**config.mk**
```make
export PLATFORM = sky130hd
export DESIGN_NAME = hdlc_bus_arbiter
export DESIGN_NICKNAME = d
export VERILOG_FILES = /design/src/rtl/hbarb_pkg.sv /design/src/rtl/hbarb_bit_timer.sv /design/src/rtl/hbarb_idle_mon.sv /design/src/rtl/hbarb_tx_ctrl.sv /design/src/rtl/hdlc_bus_arbiter.sv
export SDC_FILE = /design/constraint.sdc
export NUM_CORES = 1
export LEC_CHECK = 0
export ABC_AREA = 0
export BUFFER_PORTS_ARGS = -buffer_cell sky130_fd_sc_hd__buf_2
export CORE_AREA = 10 10 52 54
export DETAILED_ROUTE_END_ITERATION = 10
export DIE_AREA = 0 0 62 64
export SLEW_MARGIN = 0
export SYNTH_ARGS = -nofsm -noshare
export SYNTH_HDL_FRONTEND = slang
export SYNTH_SLANG_ARGS = --single-unit
```
**constraint.sdc**
```tcl
create_clock -name clk -period 2.1 [get_ports clk]
set_input_delay 0.315 -clock clk [delete_from_list [all_inputs] [get_ports clk]]
set_output_delay 0.315 -clock clk [all_outputs]
set_load 0.02 [all_outputs]
```
**src/rtl/hbarb_pkg.sv**
```systemverilog
package hbarb_pkg;
  typedef enum logic {
    ST_IDLE = 1'b0,
    ST_SEND = 1'b1
  } tx_state_t;
endpackage

```
**src/rtl/hbarb_bit_timer.sv**
```systemverilog
module hbarb_bit_timer #(
  parameter int TICKS_PER_BIT = 4
) (
  input  logic clk,
  input  logic rst,
  input  logic tick_en,
  input  logic sample_late,
  output logic boundary_evt,
  output logic sample_evt
);
  localparam int PH_W     = (TICKS_PER_BIT > 1) ? $clog2(TICKS_PER_BIT) : 1;
  localparam int MID_TICK = TICKS_PER_BIT / 2;
  localparam int LATE_TICK = (3 * TICKS_PER_BIT) / 4;
  localparam logic [PH_W-1:0] PH_LAST = PH_W'(TICKS_PER_BIT - 1);

  logic [PH_W-1:0] phase_q;
  logic [PH_W-1:0] sample_ph;

  always_ff @(posedge clk) begin
    if (rst) begin
      phase_q <= '0;
    end else if (tick_en) begin
      phase_q <= (phase_q == PH_LAST) ? '0 : phase_q + 1'b1;
    end
  end

  always_comb begin
    sample_ph    = sample_late ? PH_W'(LATE_TICK) : PH_W'(MID_TICK);
    boundary_evt = tick_en && (phase_q == '0);
    sample_evt   = tick_en && (phase_q == sample_ph);
  end

  // bit boundary and sample point never coincide
  p_evt_apart_r6: assert property (@(posedge clk) disable iff (rst)
    $onehot0({boundary_evt, sample_evt}));
endmodule

```
**src/rtl/hbarb_idle_mon.sv**
```systemverilog
module hbarb_idle_mon #(
  parameter int HI_PRI_ONES = 8,
  parameter int LO_PRI_ONES = 10
) (
  input  logic clk,
  input  logic rst,
  input  logic sample_evt,
  input  logic line_bit,
  input  logic tx_active,
  input  logic frame_ok,
  input  logic frame_lost,
  output logic ready,
  output logic lo_pri,
  output logic [$clog2(LO_PRI_ONES+1)-1:0] idle_cnt
);
  localparam int CNT_W = $clog2(LO_PRI_ONES + 1);
  localparam logic [CNT_W-1:0] CNT_MAX = CNT_W'(LO_PRI_ONES);
  localparam logic [CNT_W-1:0] THR_HI  = CNT_W'(HI_PRI_ONES);
  localparam logic [CNT_W-1:0] THR_LO  = CNT_W'(LO_PRI_ONES);

  logic [CNT_W-1:0] cnt_q;
  logic             lo_q;
  logic [CNT_W-1:0] thr;

  always_ff @(posedge clk) begin
    if (rst) begin
      cnt_q <= '0;
    end else if (tx_active) begin
      cnt_q <= '0;
    end else if (sample_evt) begin
      if (!line_bit) begin
        cnt_q <= '0;
      end else if (cnt_q != CNT_MAX) begin
        cnt_q <= cnt_q + 1'b1;
      end
    end
  end

  always_ff @(posedge clk) begin
    if (rst) begin
      lo_q <= 1'b0;
    end else if (frame_ok) begin
      lo_q <= 1'b1;
    end else if (frame_lost) begin
      lo_q <= 1'b0;
    end
  end

  always_comb begin
    thr      = lo_q ? THR_LO : THR_HI;
    ready    = (cnt_q >= thr);
    lo_pri   = lo_q;
    idle_cnt = cnt_q;
  end

  // count never passes the low-priority threshold
  p_cnt_sat_r5: assert property (@(posedge clk) disable iff (rst)
    cnt_q <= CNT_MAX);

  // a sampled zero while idle leaves the count empty
  p_zero_clears_r4: assert property (@(posedge clk) disable iff (rst)
    (sample_evt && !line_bit) |=> (cnt_q == '0));
endmodule

```
**src/rtl/hbarb_tx_ctrl.sv**
```systemverilog
module hbarb_tx_ctrl
  import hbarb_pkg::*;
(
  input  logic clk,
  input  logic rst,
  input  logic boundary_evt,
  input  logic sample_evt,
  input  logic line_bit,
  input  logic ready,
  input  logic frame_req,
  input  logic tx_bit,
  input  logic last_bit,
  output logic txd,
  output logic bit_ready,
  output logic done,
  output logic collided,
  output logic tx_active,
  output logic frame_ok,
  output logic frame_lost
);
  tx_state_t state_q;
  logic txd_q, last_q, rdy_q, done_q, coll_q;
  logic evt_start, evt_next, evt_end, evt_coll;

  always_comb begin
    evt_start = (state_q == ST_IDLE) && boundary_evt && frame_req && ready;
    evt_coll  = (state_q == ST_SEND) && sample_evt && txd_q && !line_bit;
    evt_end   = (state_q == ST_SEND) && boundary_evt && last_q;
    evt_next  = (state_q == ST_SEND) && boundary_evt && !last_q;
  end

  always_ff @(posedge clk) begin
    if (rst) begin
      state_q <= ST_IDLE;
      txd_q   <= 1'b1;
      last_q  <= 1'b0;
      rdy_q   <= 1'b0;
      done_q  <= 1'b0;
      coll_q  <= 1'b0;
    end else begin
      rdy_q  <= evt_start || evt_next;
      done_q <= evt_end;
      coll_q <= evt_coll;
      if (evt_start) begin
        state_q <= ST_SEND;
        txd_q   <= tx_bit;
        last_q  <= last_bit;
      end else if (evt_coll || evt_end) begin
        state_q <= ST_IDLE;
        txd_q   <= 1'b1;
        last_q  <= 1'b0;
      end else if (evt_next) begin
        txd_q  <= tx_bit;
        last_q <= last_bit;
      end
    end
  end

  always_comb begin
    txd        = txd_q;
    bit_ready  = rdy_q;
    done       = done_q;
    collided   = coll_q;
    tx_active  = (state_q == ST_SEND);
    frame_ok   = evt_end;
    frame_lost = evt_coll;
  end

  // success and loss never reported together
  p_done_coll_excl_r8: assert property (@(posedge clk) disable iff (rst)
    !(done_q && coll_q));

  // line released in the cycle a loss is reported
  p_release_on_loss_r8: assert property (@(posedge clk) disable iff (rst)
    coll_q |-> (txd_q && state_q == ST_IDLE));
endmodule

```
**src/rtl/hdlc_bus_arbiter.sv**
```systemverilog
module hdlc_bus_arbiter #(
  parameter int TICKS_PER_BIT = 4,
  parameter int HI_PRI_ONES   = 8,
  parameter int LO_PRI_ONES   = 10
) (
  input  logic clk,
  input  logic rst,
  input  logic tick_en,
  input  logic sample_late,
  input  logic frame_req,
  input  logic tx_bit,
  input  logic last_bit,
  input  logic cts,
  output logic txd,
  output logic bit_ready,
  output logic frame_done,
  output logic frame_collided
);
  localparam int CNT_W = $clog2(LO_PRI_ONES + 1);

  logic boundary_evt, sample_evt;
  logic ready, lo_pri, tx_active, frame_ok, frame_lost;
  logic [CNT_W-1:0] idle_cnt;

  hbarb_bit_timer #(.TICKS_PER_BIT(TICKS_PER_BIT)) u_timer (
    .clk          (clk),
    .rst          (rst),
    .tick_en      (tick_en),
    .sample_late  (sample_late),
    .boundary_evt (boundary_evt),
    .sample_evt   (sample_evt)
  );

  hbarb_idle_mon #(
    .HI_PRI_ONES (HI_PRI_ONES),
    .LO_PRI_ONES (LO_PRI_ONES)
  ) u_idle (
    .clk        (clk),
    .rst        (rst),
    .sample_evt (sample_evt),
    .line_bit   (cts),
    .tx_active  (tx_active),
    .frame_ok   (frame_ok),
    .frame_lost (frame_lost),
    .ready      (ready),
    .lo_pri     (lo_pri),
    .idle_cnt   (idle_cnt)
  );

  hbarb_tx_ctrl u_tx (
    .clk          (clk),
    .rst          (rst),
    .boundary_evt (boundary_evt),
    .sample_evt   (sample_evt),
    .line_bit     (cts),
    .ready        (ready),
    .frame_req    (frame_req),
    .tx_bit       (tx_bit),
    .last_bit     (last_bit),
    .txd          (txd),
    .bit_ready    (bit_ready),
    .done         (frame_done),
    .collided     (frame_collided),
    .tx_active    (tx_active),
    .frame_ok     (frame_ok),
    .frame_lost   (frame_lost)
  );

  // a frame only starts when the idle monitor allowed it
  p_start_needs_ready_r2: assert property (@(posedge clk) disable iff (rst)
    $rose(tx_active) |-> $past(ready));

  // bit requests and completion only follow a bit boundary
  p_ready_on_boundary_r7: assert property (@(posedge clk) disable iff (rst)
    bit_ready |-> $past(boundary_evt));
  p_done_on_boundary_r7: assert property (@(posedge clk) disable iff (rst)
    frame_done |-> $past(boundary_evt));

  // success drops priority with a fresh idle count
  p_lo_after_done_r3: assert property (@(posedge clk) disable iff (rst)
    frame_done |-> (lo_pri && idle_cnt == '0));

  // loss reported only after a sampled zero
  p_loss_needs_zero_r8: assert property (@(posedge clk) disable iff (rst)
    frame_collided |-> ($past(sample_evt) && !$past(cts)));

  // a loss restores high priority
  p_hi_after_loss_r9: assert property (@(posedge clk) disable iff (rst)
    frame_collided |-> !lo_pri);
endmodule

```
# Yosys cells after proc, flatten, opt, wreduce, memory -nomap -nowiden
# Index checks and enable logic that the tools add are counted.
[op_classes]
n_shift = 0
addsub = 2
n_eq_ne = 4
bitwise = 1
order_cmp = 1
n_mux = 15
multipliers = 0
reduce_logical = 21
div_mod_pow = 0
[ops]
columns = ["cell", "count"]
rows = [
  ["1-bit logical AND", 11],
  ["1-bit 2-to-1 mux", 11],
  ["4-bit 2-to-1 mux", 2],
  ["4-bit by 1-bit adder with 4-bit output (second input constant)", 1],
  ["4-bit greater-or-equal comparator", 1],
  ["2-bit 2-to-1 mux", 2],
  ["4-bit != test (second input constant)", 1],
  ["2-bit nonzero test", 2],
  ["3-bit nonzero test", 1],
  ["2-bit by 1-bit adder with 2-bit output (second input constant)", 1],
  ["2-bit == test", 1],
  ["2-bit == test (second input constant)", 1],
  ["1-bit zero test", 2],
  ["2-bit zero test", 1],
  ["1-bit logical OR", 2],
  ["2-bit by 1-bit != test with 1-bit output (second input constant)", 1],
  ["2-bit AND reduction", 1],
  ["2-bit OR reduction", 1],
  ["1-bit NOT", 1],
]
[word_totals]
word_cells = 53
n_memories = 0
register_bits = 13
input_bits = 8
latch_bits = 0
romBits = 0
mem_bits_rw = 0

# Depth between registers and ports, before layout
# Gate-level depths: netlist (run 1).
[logic_depth]
ltp_word = 9
depth_mapped = 6
depth_no_buf = 6

# Cells and area by module
# From an unflattened synthesis (run 1), not the netlist that was laid out.
[unflattened]
hier_cells = 76
hier_area_um2 = 688.2
[by_module_without_submodules]
columns = ["module", "cells_each", "n_inst", "area_each_um2"]
rows = [
  ["hbarb_idle_mon", 35, 1, 295.3],
  ["hbarb_tx_ctrl", 28, 1, 267.8],
  ["hbarb_bit_timer", 13, 1, 125.1],
]

# Worst setup path after synthesis (run 1)
# Ideal clock, no wire load.
[synth_path]
path_type = "register to register"
startpoint = "reg u_idle.cnt_q[1], in the netlist u_idle.idle_cnt[1]"
endpoint = "reg u_tx.txd_q, in the netlist u_tx.txd"
arrival_ps = 1418
n_path_buf = 0
required_time_ps = 1970
path_stages_with_launch = 7
path_slack_ps = 551
path_cell_list = "dfxtp_1 inv_1 ha_1 nor2b_2 o311a_1 o2111ai_1 o211ai_2"
[synth_via]
elab_chain_len = 3
word_cells_on_any_way = 4
[synth_lines]
columns = ["item", "line", "source"]
rows = [
  ["start, declared", "hbarb_idle_mon.sv:21", "logic [CNT_W-1:0] cnt_q;"],
  ["start signal, assigned", "hbarb_idle_mon.sv:34", "cnt_q <= cnt_q + 1'b1;"],
  ["4-bit greater-or-equal comparator (*)", "hbarb_idle_mon.sv:51", "ready = (cnt_q >= thr);"],
  ["1-bit logical AND (*)", "hbarb_tx_ctrl.sv:26", "evt_start = (state_q == ST_IDLE) && boundary_evt && frame_req && ready;"],
  ["3-bit nonzero test (no line) or 1-bit 2-to-1 mux (tied branches)", "-", ""],
  ["end signal, assigned", "hbarb_tx_ctrl.sv:46", "txd_q <= tx_bit;"],
  ["end signal, assigned", "hbarb_tx_ctrl.sv:53", "txd_q <= tx_bit;"],
  ["end, declared", "hbarb_tx_ctrl.sv:22", "logic txd_q, last_q, rdy_q, done_q, coll_q;"],
]
# Every way passes the cells marked *; elsewhere a longest branch is shown, timed or not.
# A chain may end at the register's enable or synchronous reset.

# Final worst setup path (run 1)
# Ends and elaborated chain as after synthesis.

==> flow_summary.yaml, run 1 <==
routing:
  wl_met1_um: 650
  dr.pass1.iters: 4
  wire_per_inst_um: 11.9
  antenna_left: 0
  drc: 0
  route.met2.wl_um: 632
  highest_layer: "met4"
  drt_wl_total_um: 1380
  vias_per_cell: 4.89
  wl_met3_um: 84
  via_count: 567
  drtIter0Drc: 10
logic_synthesis:
  synthFlopType: "dfxtp_1"
  ys_types: 34
  syn-num-nets: 90
  synth_edf_count: 0
  synth_area_per_cell_um2: 9.38
  netlist_instances: 77
  synth_top_area_cell: "dfxtp_1"
  synth_area_leaders: "dfxtp_1 36%, ha_1 8.7%, nor2_1 5.2%"
  yosysTopAreaCellShare: 0.360
  ys_warn_count: 0
  synth_seq_cells: 13
  synth_area_um2: 722
  synthArstFlopShare: 0
  yosysSeqAreaShare: 0.360
timing:
  clock.fmax_mhz: 608
  period_share: 0.783
  rsz0062_at_grt: "no"
  worstMarginPinSlew_ns: 0.354
  final-hold-violation-count: 0
  clock_skew_ns: 0.00221
  finalSetupViolCount: 0
  period_needed_ns: 1.64
  maxSlewHeadroom: 0.762
  tns_ns: 0
  slew_violations: 0
global_route:
  antenna_found_initial: 0
  track_usage: 0.0795
  grt_max_degree: 9
  first_global_vias: 580
  grt_pass1_wl_um: 2450
  grt-ovfl-total: 0
worst_setup_path:
  start_kind: "flop"
  end_kind: "flop"
  cp.required_ns: 2.25
  crit_arrival_ns: 1.79
  cp_max_fo: 5
  critical_path_class: "flop to flop"
cells_and_area:
  fillCellCount: 179
  area_growth_pct: 14.6
  drive_above_1_share: 0.264
  final_cell_mix: "13 x dfxtp_1, 11 x buf_2, 10 x nor2_1"
  n_antenna_cell: 0
  fin_nets: 105
  post-route-util: 0.484
  layout_commonest_cell: "dfxtp_1"
  design_area_um2: 827
clock_tree:
  root_buffer: "clkbuf_4"
  cts_buffers: 3
  cts_setup_buffers: 0
  cts.sinks: 13
  cts-htree-levels: 1
  cts_hold_buffers: 0
  cts_resized: 0
  clk_pin_slew_worst_paths_ns: 0.08
  cts_max_path_buffers: 2
  clk_latency_ns: 0.27
  tritoncts: "done"
run_status:
  outcome: "finished, final reports clean"
placed_design:
  placed_cell_area_um2: 801
  port_buffers: 11
  dpl.hpwl_um: 1120
  place_congestion: 0.759
die:
  coreArea_mm2: 0.00171
  chipHeight_um: 64
  start_util: 0.423
  ios: 12
  die_w_um: 62
  num_rows: 15
  fp.dieArea_mm2: 0.00397
worst_hold_path:
  hold_class: "input port to flop"
flow_run:
  max_cap_violations: 0
pwr:
  finalPower_mw: 0.457
  power.leakage_nw: 0.369
  irDropWorstVdd_v: 0.000351
  p_per_area_mw_per_mm2: 553
-- metal layers --
metal	GRT usage	up-vias
li1	-	295
met1	0.0920	260
met2	0.122	10
met4	0.0168	0
met3	0.0474	2
met5	0	-
-- through the flow --
step           cells  hold WS (ns)  setup WS, ns
2_1_floorplan     77         0.384         0.552
3_3_place_gp     112         0.501         0.501
3_5_place_dp     112         0.503         0.454
4_1_cts          116         0.286         0.440
5_1_grt          116         0.295         0.329
6_report         116         0.306         0.455
-- final timing paths --
kind / start / endpoint / cells past startpoint / slack, ns
worst max register to register: u_idle.idle_cnt[1]$_SDFFE_PP0P_ / u_tx.txd$_SDFFE_PP1P_ / 6 / 0.46
worst min register to register: u_idle.lo_pri$_SDFFE_PP0P_ / u_idle.lo_pri$_SDFFE_PP0P_ / 2 / 0.51
worst max-delay path: u_idle.idle_cnt[1]$_SDFFE_PP0P_ / u_tx.txd$_SDFFE_PP1P_ / 6 / 0.46
worst min-delay path: rst / u_idle.lo_pri$_SDFFE_PP0P_ / 2 / 0.31
-- cells by family after synthesis --
family | after synthesis | share of synthesized area
AO/OA/AOI/OAI | 14 | 0.179
multiplexers | 2 | 0.0277
adder cells (fa/ha/maj) | 5 | 0.0867
XOR/XNOR | 4 | 0.0589
flip-flops | 13 | 0.360
buffers and inverters | 10 | 0.0572
AND/OR/NAND/NOR | 29 | 0.231
-- sequential cells by signal, summed over array words and instances (netlist names) --
register,flops
u_tx.done,1
u_tx.txd,1
u_idle.lo_pri,1
u_tx.bit_ready,1
u_idle.idle_cnt,4
u_tx.collided,1
u_tx.last_q,1
u_timer.phase_q,2
u_tx.tx_active,1
-- worst max-delay path, cell delays in order (launching register included) --
cell       delay [ns]
dfxtp_1          0.40
inv_1            0.06
ha_1             0.26
nor2b_2          0.17
o311a_1          0.32
o2111ai_1        0.23
o211ai_2         0.10
-- synth_stat cells (2+ instances only) --
| library cell | count |
|---|---|
| nand2_1 | 3 |
| nand4_1 | 3 |
| o21ai_1 | 2 |
| nor3_1 | 2 |
| dfxtp_1 | 13 |
| inv_1 | 7 |
| inv_2 | 2 |
| nor2b_1 | 2 |
| nor2_1 | 10 |
| a21oi_1 | 2 |
| xor2_1 | 2 |
| ha_1 | 5 |
| mux2i_1 | 2 |
| and2_1 | 2 |
-- where the power goes --
group | internal, mW | total, mW | switching, mW
registers | 0.250 | 0.256 | 0.00550
logic | 0.0231 | 0.0527 | 0.0296
clock network | 0.0735 | 0.149 | 0.0753
total | 0.347 | 0.457 | 0.110
-- area by class of cell --
| cell class | count | area, µm² | share of cell area |
|---|---|---|---|
| well taps | 25 | 31.3 | 0.0378 |
| flip-flops and latches | 13 | 260 | 0.315 |
| multi-input cells | 54 | 420 | 0.508 |
| repair buffers | 11 | 55.1 | 0.0666 |
| inverters | 9 | 33.8 | 0.0408 |
| clock buffers | 4 | 26.3 | 0.0318 |
Note: power is estimated with default switching activity, not from simulation.
==> inputs of run 2 (changes only) <==
--- a/config.mk
+++ b/config.mk
@@ -5,7 +5,7 @@
 export SDC_FILE = /design/constraint.sdc
 export NUM_CORES = 1
 export LEC_CHECK = 0
-export ABC_AREA = 0
+export ABC_AREA = 1
 export BUFFER_PORTS_ARGS = -buffer_cell sky130_fd_sc_hd__buf_2
 export CORE_AREA = 10 10 52 54
 export DETAILED_ROUTE_END_ITERATION = 10
==> constraint.sdc (replaced) <==
create_clock -name clk -period 1.7 [get_ports clk]
set_input_delay 0.255 -clock clk [delete_from_list [all_inputs] [get_ports clk]]
set_output_delay 0.255 -clock clk [all_outputs]
set_load 0.02 [all_outputs]
==> run 2 against run 1 <==
Setup slack lost 0.11 ns. Die area unchanged. Critical endpoint is now u_tx.last_q$_SDFFE_PP0P_. Maximum frequency rose by 21%. Hold slack lost 0.13 ns. Synthesized area fell by 0.17%. Sequential power up 24%. Utilization increased by 0.22 points. First-iteration DRC count fell by 20%.
==> flow_summary.yaml, run 2 <==
logic_synthesis:
  yosysTopAreaCellShare: 0.361
  synth_top_area_cell: "dfxtp_1"
  synth_area_um2: 721
  synth_edf_count: 0
  synthFlopType: "dfxtp_1"
  synth_seq_cells: 13
  synthArstFlopShare: 0
  netlist_top_cells_count: "18 x nand2_1, 14 x inv_1, 13 x dfxtp_1"
  netlist_instances: 96
  synth_area_per_cell_um2: 7.51
  yosysSeqAreaShare: 0.361
  ys_types: 21
  synth.most_common_cell: "nand2_1"
  syn-num-nets: 109
  ys_warn_count: 0
  synth_area_leaders: "dfxtp_1 36%, nand2_1 9.4%, ha_1 8.7%"
global_route:
  grt_max_degree: 9
  grt-ovfl-total: 0
  antenna_found_initial: 0
  track_usage: 0.0803
  first_global_vias: 605
  grt_pass1_wl_um: 2470
routing:
  drc: 0
  dr.pass1.iters: 4
  vias_per_cell: 4.50
  wire_per_inst_um: 10.2
  drtIter0Drc: 8
  antenna_left: 0
  drt_wl_total_um: 1370
  via_count: 607
worst_setup_path:
  crit_chain: "inv_1 > ha_1 > nand2_1 > nand2_1 > nand3_2 > nand2_2 > nor2_2 > nor2_1 > nor2_1"
  crit_arrival_ns: 1.58
  start_kind: "flop"
  critical_path_class: "flop to flop"
  endpoint: "u_tx.last_q$_SDFFE_PP0P_"
  cp.required_ns: 1.92
  critPathLaunch: "u_idle.idle_cnt[1]$_SDFFE_PP0P_"
  reg2reg_to: "u_tx.last_q$_SDFFE_PP0P_"
  critPathSlowestCell: "dfxtp_1"
  crit_path_max_incr_delay_ns: 0.44
  rrSetupSlack_ns: 0.34
  cp_max_fo: 6
  r2r_start: "u_idle.idle_cnt[1]$_SDFFE_PP0P_"
  reg2regPathDepth: 9
  end_kind: "flop"
clock_tree:
  cts_max_path_buffers: 2
  cts_hold_buffers: 0
  cts.sinks: 13
  clk_pin_slew_worst_paths_ns: 0.09
  cts_buffers: 3
  clk_latency_ns: 0.28
  cts_setup_buffers: 0
  tritoncts: "done"
  cts-htree-levels: 1
  cts_resized: 0
  root_buffer: "clkbuf_4"
pwr:
  power.leakage_nw: 0.397
  p_per_area_mw_per_mm2: 686
  irDropWorstVdd_v: 0.000410
cells_and_area:
  final_cell_mix: "18 x nand2_1, 14 x inv_1, 13 x dfxtp_1"
  drive_above_1_share: 0.264
  largest_reg_flops: 4
  fin_nets: 124
  post-route-util: 0.486
  layout_commonest_cell: "nand2_1"
  area_growth_pct: 15.3
  n_antenna_cell: 0
die:
  die_w_um: 62
  fp.dieArea_mm2: 0.00397
  num_rows: 15
  ios: 12
  start_util: 0.422
  chipHeight_um: 64
  coreArea_mm2: 0.00171
placed_design:
  place_congestion: 0.824
  port_buffers: 11
  dpl.hpwl_um: 1140
run_status:
  outcome: "finished, final reports clean"
timing:
  tns_ns: 0
  clock_skew_ns: 0.00453
  period_share: 0.799
  slew_violations: 0
  maxSlewHeadroom: 0.858
  finalSetupViolCount: 0
  clock.fmax_mhz: 736
  period_needed_ns: 1.36
  worstMarginPinSlew_ns: 0.211
  final-hold-violation-count: 0
  rsz0062_at_grt: "no"
flow_run:
  max_cap_violations: 0
worst_hold_path:
  hold_class: "input port to flop"
==> run 2: cell count changes in the layout (fill, tap and decap cells not counted), moves of 3 or more <==
cell	before	now
inv_1	7	14
nand2_1	3	18
nand3_1	1	5
nor2_2	0	3
a21oi_1	2	6
==> run 2: how the worst min path moves through the flow <==
stage / to / slack, ns / start / depth (start not counted)
CTS: u_tx.txd$_SDFFE_PP1P_ / 0.17 / tx_bit / 3
floorplan: u_tx.txd$_SDFFE_PP1P_ / 0.38 / tx_bit / 2
global route: u_tx.txd$_SDFFE_PP1P_ / 0.19 / tx_bit / 3
global placement: u_tx.txd$_SDFFE_PP1P_ / 0.47 / tx_bit / 3
finish: u_tx.txd$_SDFFE_PP1P_ / 0.18 / tx_bit / 3
detailed placement: u_tx.txd$_SDFFE_PP1P_ / 0.47 / tx_bit / 3
==> run 2: cell families after synthesis <==
kind of cell | Yosys count | share of synthesized area
adder cells (fa/ha/maj) | 5 | 0.0868
flip-flops | 13 | 0.361
buffers and inverters | 18 | 0.0937
XOR/XNOR | 1 | 0.0122
AO/OA/AOI/OAI | 12 | 0.0955
AND/OR/NAND/NOR | 47 | 0.351
==> run 2: final cells by class <==
| class | count | area, µm² |
|---|---|---|
| tap | 25 | 31.3 |
| clock buffer | 3 | 22.5 |
| multi-input combinational | 65 | 393 |
| sequential | 13 | 260 |
| inverter | 17 | 63.8 |
| timing repair buffer | 11 | 55.1 |
| fill | 176 | 877 |
| clock inverter | 1 | 5.00 |
==> run 2: power breakdown <==
group | switching (mW) | internal (mW) | total [mW]
clock | 0.109 | 0.0874 | 0.196
combinational | 0.0353 | 0.0213 | 0.0566
sequential | 0.00684 | 0.310 | 0.317
total | 0.151 | 0.419 | 0.570
==> run 2: layer usage <==
metal / track usage / wire (µm) / vias to the layer above / share of wire
met5: 0 / 0 / - / 0
met4: 0.0419 / 20 / 0 / 0.015
met3: 0.0435 / 70 / 4 / 0.051
met2: 0.115 / 635 / 12 / 0.46
met1: 0.0921 / 646 / 258 / 0.47
li1: - / - / 333 / -
==> run 2: per-stage QoR <==
stage | hold slack [ns] | setup slack [ns] | power (mW) | cell area (µm²) | cells
after global placement | 0.472 | 0.351 | 0.380 | 803 | 131
after CTS | 0.172 | 0.323 | 0.576 | 831 | 135
after detailed placement | 0.472 | 0.349 | 0.382 | 803 | 131
final | 0.179 | 0.342 | 0.570 | 831 | 135
after global routing | 0.188 | 0.184 | 0.610 | 831 | 135
after floorplan | 0.381 | 0.465 | 0.363 | 721 | 96
==> run 2: critical path: cells and delay by family, from the launching register on <==
kind	cells	cell delay, ns
fa+ha+maj	1	0.27
simple gates	7	0.51
flops	1	0.44
buf+inv	1	0.07
